$ cat src/rtl/nps_pkg.sv
package nps_pkg;

  localparam int CNT_W = 6;

  typedef enum logic [2:0] {
    PH_IDLE,
    PH_SETUP,
    PH_STROBE,
    PH_HOLD,
    PH_TURN
  } phase_e;

  typedef struct packed {
    logic             sel_strobe;
    logic [3:0]       wr_setup;
    logic [5:0]       wr_strobe;
    logic [2:0]       wr_hold;
    logic [3:0]       rd_setup;
    logic [5:0]       rd_strobe;
    logic [2:0]       rd_hold;
    logic [1:0]       turn;
  } timing_t;

  // Pull the phase fields out of the packed word; bit 30 and [1:0] unused.
  function automatic timing_t unpack_timing(input logic [31:0] w);
    timing_t t;
    t.sel_strobe = w[31];
    t.wr_setup   = w[29:26];
    t.wr_strobe  = w[25:20];
    t.wr_hold    = w[19:17];
    t.rd_setup   = w[16:13];
    t.rd_strobe  = w[12:7];
    t.rd_hold    = w[6:4];
    t.turn       = w[3:2];
    return t;
  endfunction

  // Counter preload on entry to a phase: the phase lasts preload + 1 cycles.
  function automatic logic [CNT_W-1:0] phase_preload(input phase_e ph,
                                                     input logic wr,
                                                     input timing_t t);
    logic [CNT_W-1:0] v;
    v = '0;
    case (ph)
      PH_SETUP:  v = wr ? CNT_W'(t.wr_setup)  : CNT_W'(t.rd_setup);
      PH_STROBE: v = wr ? CNT_W'(t.wr_strobe) : CNT_W'(t.rd_strobe);
      PH_HOLD:   v = wr ? CNT_W'(t.wr_hold)   : CNT_W'(t.rd_hold);
      PH_TURN:   v = CNT_W'(t.turn);
      default:   v = '0;
    endcase
    return v;
  endfunction

  // Latch-enable decode: command enable wins when both bits are set.
  function automatic logic [1:0] latch_decode(input logic ale_bit,
                                              input logic cle_bit);
    return {cle_bit, ale_bit & ~cle_bit};
  endfunction

endpackage

$ cat src/rtl/nps_sync.sv
module nps_sync #(
  parameter int STAGES = 2
) (
  input  logic clk,
  input  logic rst_n,
  input  logic d,
  output logic q,
  output logic mid
);
  logic [STAGES-1:0] chain;

  generate
    for (genvar i = 0; i < STAGES; i++) begin : g_stage
      if (i == 0) begin : g_first
        always_ff @(posedge clk or negedge rst_n)
          if (!rst_n) chain[0] <= 1'b0;
          else        chain[0] <= d;
      end else begin : g_next
        always_ff @(posedge clk or negedge rst_n)
          if (!rst_n) chain[i] <= 1'b0;
          else        chain[i] <= chain[i-1];
      end
    end
  endgenerate

  assign q   = chain[STAGES-1];
  assign mid = chain[STAGES-2];
endmodule

$ cat src/rtl/nps_addr_map.sv
module nps_addr_map #(
  parameter int ADDR_W  = 16,
  parameter int ALE_BIT = 3,
  parameter int CLE_BIT = 4
) (
  input  logic [ADDR_W-1:0] addr_in,
  input  logic              die_q,
  input  logic [ADDR_W-1:0] mask_q,
  output logic [ADDR_W-1:0] bus_addr,
  output logic              ale,
  output logic              cle
);
  import nps_pkg::*;
  localparam logic [ADDR_W-1:0] LOW_CLR = ~ADDR_W'(3);

  logic [ADDR_W-1:0] merged;
  logic [1:0]        le;

  assign merged   = addr_in | (die_q ? mask_q : '0);
  assign bus_addr = merged & LOW_CLR;
  assign le       = latch_decode(merged[ALE_BIT], merged[CLE_BIT]);
  assign cle      = le[1];
  assign ale      = le[0];
endmodule

$ cat src/rtl/nps_fsm.sv
module nps_fsm #(
  parameter int ADDR_W = 16,
  parameter int DATA_W = 8
) (
  input  logic              clk,
  input  logic              rst_n,
  input  logic [31:0]       cfg_word,
  input  logic              req_valid,
  input  logic              req_write,
  input  logic [ADDR_W-1:0] req_addr,
  input  logic [DATA_W-1:0] req_wdata,
  input  logic              die_sel,
  input  logic [ADDR_W-1:0] die_mask,
  input  logic [DATA_W-1:0] dq_in,
  output nps_pkg::phase_e   phase,
  output logic              last_cyc,
  output logic              op_wr,
  output logic              sel_strobe,
  output logic [ADDR_W-1:0] addr_q,
  output logic              die_q,
  output logic [ADDR_W-1:0] mask_q,
  output logic [DATA_W-1:0] wdata_q,
  output logic [DATA_W-1:0] rdata_q
);
  import nps_pkg::*;

  timing_t          tim_q;
  logic [CNT_W-1:0] cnt;
  timing_t          tim_new;

  assign tim_new    = unpack_timing(cfg_word);
  assign last_cyc   = (cnt == '0);
  assign sel_strobe = tim_q.sel_strobe;

  always_ff @(posedge clk or negedge rst_n) begin
    if (!rst_n) begin
      phase   <= PH_IDLE;
      cnt     <= '0;
      tim_q   <= '0;
      op_wr   <= 1'b0;
      addr_q  <= '0;
      die_q   <= 1'b0;
      mask_q  <= '0;
      wdata_q <= '0;
      rdata_q <= '0;
    end else begin
      case (phase)
        PH_IDLE: if (req_valid) begin
          tim_q   <= tim_new;
          op_wr   <= req_write;
          addr_q  <= req_addr;
          die_q   <= die_sel;
          mask_q  <= die_mask;
          wdata_q <= req_wdata;
          cnt     <= phase_preload(PH_SETUP, req_write, tim_new);
          phase   <= PH_SETUP;
        end
        PH_SETUP: if (last_cyc) begin
          cnt   <= phase_preload(PH_STROBE, op_wr, tim_q);
          phase <= PH_STROBE;
        end else cnt <= cnt - 1'b1;
        PH_STROBE: if (last_cyc) begin
          if (!op_wr) rdata_q <= dq_in;
          cnt   <= phase_preload(PH_HOLD, op_wr, tim_q);
          phase <= PH_HOLD;
        end else cnt <= cnt - 1'b1;
        PH_HOLD: if (last_cyc) begin
          cnt   <= phase_preload(PH_TURN, op_wr, tim_q);
          phase <= PH_TURN;
        end else cnt <= cnt - 1'b1;
        PH_TURN: if (last_cyc) phase <= PH_IDLE;
                 else cnt <= cnt - 1'b1;
        default: phase <= PH_IDLE;
      endcase
    end
  end
endmodule

$ cat src/rtl/nand_port_seq.sv
module nand_port_seq #(
  parameter int ADDR_W      = 16,
  parameter int ALE_BIT     = 3,
  parameter int CLE_BIT     = 4,
  parameter int SYNC_STAGES = 2
) (
  input  logic              clk,
  input  logic              rst_n,
  input  logic [31:0]       cfg_word,
  input  logic [ADDR_W-1:0] die_mask,
  input  logic              die_sel,
  input  logic              req_valid,
  input  logic              req_write,
  input  logic [ADDR_W-1:0] req_addr,
  input  logic [7:0]        req_wdata,
  output logic              req_ready,
  output logic              done,
  output logic [7:0]        rd_data,
  output logic              dev_ready,
  output logic              mem_cs_n,
  output logic              mem_re_n,
  output logic              mem_we_n,
  output logic              mem_ale,
  output logic              mem_cle,
  output logic [ADDR_W-1:0] mem_addr,
  output logic [7:0]        mem_dq_out,
  output logic              mem_dq_oe,
  input  logic [7:0]        mem_dq_in,
  input  logic              mem_rdy
);
  import nps_pkg::*;

  phase_e            phase;
  logic              last_cyc, op_wr, sel_strobe, die_q;
  logic [ADDR_W-1:0] addr_q, mask_q, bus_addr;
  logic [7:0]        wdata_q;
  logic              dec_ale, dec_cle, rdy_mid;
  logic              in_access, in_strobe;

  nps_fsm #(.ADDR_W(ADDR_W), .DATA_W(8)) u_fsm (
    .clk(clk), .rst_n(rst_n), .cfg_word(cfg_word),
    .req_valid(req_valid), .req_write(req_write), .req_addr(req_addr),
    .req_wdata(req_wdata), .die_sel(die_sel), .die_mask(die_mask),
    .dq_in(mem_dq_in), .phase(phase), .last_cyc(last_cyc), .op_wr(op_wr),
    .sel_strobe(sel_strobe), .addr_q(addr_q), .die_q(die_q),
    .mask_q(mask_q), .wdata_q(wdata_q), .rdata_q(rd_data)
  );

  nps_addr_map #(.ADDR_W(ADDR_W), .ALE_BIT(ALE_BIT), .CLE_BIT(CLE_BIT)) u_map (
    .addr_in(addr_q), .die_q(die_q), .mask_q(mask_q),
    .bus_addr(bus_addr), .ale(dec_ale), .cle(dec_cle)
  );

  nps_sync #(.STAGES(SYNC_STAGES)) u_sync (
    .clk(clk), .rst_n(rst_n), .d(mem_rdy), .q(dev_ready), .mid(rdy_mid)
  );

  assign in_access  = (phase == PH_SETUP) || (phase == PH_STROBE) || (phase == PH_HOLD);
  assign in_strobe  = (phase == PH_STROBE);
  assign req_ready  = (phase == PH_IDLE);
  assign done       = (phase == PH_HOLD) && last_cyc;
  assign mem_cs_n   = ~(sel_strobe ? in_strobe : in_access);
  assign mem_re_n   = ~(in_strobe && !op_wr);
  assign mem_we_n   = ~(in_strobe && op_wr);
  assign mem_ale    = in_access && dec_ale;
  assign mem_cle    = in_access && dec_cle;
  assign mem_addr   = in_access ? bus_addr : '0;
  assign mem_dq_oe  = in_access && op_wr;
  assign mem_dq_out = wdata_q;
endmodule

$ cat config.mk
export PLATFORM = sky130hd
export DESIGN_NAME = nand_port_seq
export DESIGN_NICKNAME = d
export VERILOG_FILES = /design/src/rtl/nps_pkg.sv /design/src/rtl/nps_sync.sv /design/src/rtl/nps_addr_map.sv /design/src/rtl/nps_fsm.sv /design/src/rtl/nand_port_seq.sv
export SDC_FILE = /design/constraint.sdc
export NUM_CORES = 1
export LEC_CHECK = 0
export ABC_AREA = 1
export BUFFER_PORTS_ARGS = -buffer_cell sky130_fd_sc_hd__buf_4
export CAP_MARGIN = 15
export CORE_MARGIN = 4
export CORE_UTILIZATION = 56
export CTS_BUF_LIST = sky130_fd_sc_hd__clkbuf_4
export CTS_CLUSTER_SIZE = 24
export DETAILED_ROUTE_END_ITERATION = 8
export PLACE_DENSITY = 0.9
export SLEW_MARGIN = 5
export SYNTH_ARGS = -nofsm -noshare
export SYNTH_HDL_FRONTEND = slang
export SYNTH_SLANG_ARGS = --single-unit
$ cat constraint.sdc
create_clock -name clk -period 4.1 [get_ports clk]
set_clock_uncertainty 0.05 [all_clocks]
set_input_delay 0.41 -clock clk [delete_from_list [all_inputs] [get_ports clk]]
set_output_delay 0.41 -clock clk [all_outputs]
set_load 0.02 [all_outputs]
==> out/results.env <==
INSERTION_DELAY_PS=420
TOP_LEVEL_PORTS=127
CTS_MAX_LEVEL=3
POST_LAYOUT_NONFILLER_INSTANCES=598
DIE_HEIGHT_UM=91.5
SYNTH-SEQ-AREA-SHARE_PCT=50.0
DRT_ITER0_DRC=151
SYN_AREA_SQ_UM=3900
WS_PATH_TYPE='flip-flop to output port'
PLACE_HPWL_UM=6550
STARTPOINT_TYPE='flip-flop'
DRT-TOTAL-WL_UM=9170
TRITONCTS='done'
FMAX_MHz=428
CRIT_PATH_CELL_TRACE='inv_1, ha_1, nand3_2, nor2_1, buf_4'
FINAL.PERIOD_UTILIZATION_PCT=57.0
VIA_PER_INST=5.11
YS_FF_LATCH=78
P_SWITCHING_mW=1.80
CLOCK_SINKS=78
CTS-ROOT-BUF='clkbuf_4'
CTS.REPORTEDPATHS.CLKPINSLEW_PS=120
P_INT_mW=2.44
AREAGROWTHSYNTHTOFINISH_PCT=25.8
FINALHOLDVIOLATIONS=0
CLOCK_PATH_BUFFERS=2
FRACTION_OF_FINAL_LAYOUT_CELLS_SIZED_BEYOND_DRIVE_STRENGTH_1_PCT=39.2
POST-SYNTH-TOP-AREA-CELL='dfrtp_1'
VIAS_IN_THE_FIRST_GLOBAL_ROUTE=3177
WORST_PATH_LARGEST_CELL_DELAY_PS=390
GRT_SETUP_UNREPAIRED='false'
RUN_STATUS='finished clean'
NUMBER_OF_SETUP_BUFFERS_ADDED_AFTER_CTS=0
FINAL.MIN_CLOCK_PERIOD_PS=2340
LAYOUT.NETS=586
AVERAGE_WIRE_PER_CELL_IN_THE_ROUTED_DESIGN_UM=15.3
ANTENNA_CELLS_INSERTED=0
INITIAL_CELL_DENSITY_OF_THE_CORE_PCT=57.4
TNS_SETUP_PS=0
TIMING.CRITICAL_PATH.BUF_INV=2
DIE_W_UM=91.5
SLEW_VIOL_FINAL=0
TIMING.REG2REG.WORST_PATH_DEPTH=5
GRT_START_MAX_NET_PINS=79
DRTANTENNAVIOLNETS=0
WORST_SETUP_END_KIND='output port'
PORT-BUFFER-COUNT=117
YOSYS-TOP-CELLS-AREA='dfrtp_1 50%, mux2_4 19%, nand2_1 9.4%'
MAXIMUM_FANOUT_ENCOUNTERED_ON_THE_CRITICAL_TIMING_PATH=12
YS.WARNINGS.COUNT=0
GLOBALROUTE.TOTALOVERFLOW=0
CRIT_REQUIRED_PS=3640
SYNTH_CELLS=383
LAYOUT.FILLER_CELLS=497
COMBPWRFRAC_PCT=56.1
TIMING_WORST_SLEW_PIN_VALUE_PS=1100
DP_CELLS=583
CRIT_CELLS=5
ROW_COUNT=30
HOLDPATHSTAGES=1
NETLIST-CELL-TYPE-COUNT=29
P_CLK_SHARE_PCT=10.5
SEQPWRFRAC_PCT=33.4
CRITICAL_PATH_ARRIVAL_PS=1880
DIE_AREA_SQ_UM=8370
SYNTH_AREA_PER_CELL_SQ_UM=10.2
CRITICAL-PATH-TOP-DELAY-FAMILY='simple AND/OR/NAND/NOR gates'
HOLD_PATH_CLASS='primary input to flip-flop'
ROUTABILITYCONGESTION=0.878
SWSHARE_PCT=42.4
P_LEAK_nW=2.65
DETAILEDROUTE.FIRSTPASSITERATIONCOUNT=4
CTS_INSERTED_BUFFERS=9
FINAL-SETUP-VIOL-COUNT=0
SYNTH_TOP_AREA_SHARE_PCT=50.0
VIAS=3053
PEAKVDDDROP_mV=0.666
CRITICAL-PATH-SLOWEST-CELL='dfrtp_1'
POSTCTSHOLDBUFS=0
PWR_DENSITY_CELL_nW_PER_UM2=863
DRV_CAP=0
MAXSLEWHEADROOM_PCT=26.8
GRT_USAGE_PCT=22.8
POST_CTS.RESIZED_INSTANCES=0
ROUTE.DETAILED.DRC=0
GLOBAL_ROUTE_WIRE_LENGTH_BEFORE_REPAIR_UM=15200
FP.COREAREA_SQ_UM=6790
ANTENNA_FOUND_INITIAL=0
flip-flops by register name (all words and copies together) (netlist names):
register,count
u_fsm.tim_q,20
u_fsm.addr_q,14
u_fsm.mask_q,14
u_fsm.rdata_q,8
u_fsm.wdata_q,8
u_fsm.cnt,6
u_fsm.phase,3
u_fsm.die_q,1
u_fsm.op_wr,1
u_fsm.sel_strobe,1
u_sync.mid,1
u_sync.q,1
per-stage QoR:
stage          cell area (sq um)  setup slack (ps)  hold WS, ps  util (%)  power [mW]
2_1_floorplan               3910              2390         64.4         -        3.07
3_3_place_gp                4780              2070          283      70.3        3.69
3_5_place_dp                4780              1990          286      70.3        3.78
4_1_cts                     4910              1740         22.1      72.3        4.25
5_1_grt                     4910              1610         23.4      72.3        4.53
6_report                    4910              1760         42.5      72.3        4.24
synth_stat cells:
cell type,n
nand2_4,1
nand3_1,11
buf_4,3
inv_1,27
mux2_4,49
nand2_2,2
nor2_2,2
nand2_1,98
nand4_1,3
or2_2,2
buf_2,1
a21oi_2,1
clkbuf_1,2
o211ai_1,2
dfrtp_1,78
nor2_1,40
o21ai_1,2
conb_1,1
xor2_1,4
a21oi_1,28
nand3_2,2
mux2i_1,2
nor3b_1,1
buf_6,8
nor3_1,1
ha_1,2
inv_2,5
o21ai_0,3
nor2_4,2
final timing paths:
check | start | endpoint | slack [ps]
max in group asynchronous | rst_n | u_fsm.wdata_q[2] | 3300
worst max-delay path | u_fsm.cnt[0] | done | 1760
worst min-delay path | mem_rdy | u_sync.mid | 40
min in group asynchronous | rst_n | u_fsm.wdata_q[5] | 80
worst max register to register | u_fsm.phase[0] | u_fsm.die_q | 1960
worst min register to register | u_sync.mid | u_sync.q | 310
cell type report:
cell class	instances	area (sq um)	area share, %
tap	96	120	2.45
timing repair buffer	117	878	17.9
clock inverter	6	63.8	1.30
sequential	78	1950	39.8
clock buffer	9	67.6	1.38
inverter	32	120	2.45
multi-input combinational	260	1710	34.8
power groups by stage:
| stage | Combinational (mW) | Clock (mW) | Sequential [mW] |
|---|---|---|---|
| 6_report | 2.38 | 0.446 | 1.42 |
| 5_1_grt | 2.59 | 0.487 | 1.46 |
| 4_1_cts | 2.38 | 0.458 | 1.41 |
| 3_5_place_dp | 2.37 | 0 | 1.42 |
| 3_3_place_gp | 2.29 | 0 | 1.40 |
| 2_1_floorplan | 1.64 | 0 | 1.43 |
cells by family (layout without fill, tap and decap cells):
logic type / count (synthesis) / in the layout / synth area share [%]
DFF: 78 / 78 / 50.0
AOI/OAI and AO/OA: 36 / 36 / 4.84
xor gates and xnor gates: 4 / 4 / 0.898
and+or+nand+nor: 165 / 165 / 17.8
other: 1 / 2 / 0.0961
muxes: 51 / 51 / 19.4
adders and majority gates: 2 / 2 / 0.641
buffers and inverters: 46 / 164 / 6.29
cells in the final DEF (no fill, tap or decap), types with 3 or more instances in the layout:
master,Yosys,layout
nand3_1,11,11
xor2_1,4,4
mux2_4,49,49
o21ai_0,3,3
nor2_1,40,40
a21oi_1,28,28
clkbuf_4,0,9
nand4_1,3,3
nand2_1,98,98
buf_4,3,117
inv_2,5,5
dfrtp_1,78,78
inv_1,27,27
routing by layer:
layer	global-route usage [%]	vias to the layer above	share of wire, %
met5	0	-	0
met4	10.3	0	2.9
met3	4.39	22	5.5
met2	38.0	98	50
met1	28.6	1472	42
li1	-	1461	-
Note: power is estimated with default switching activity, not from simulation.
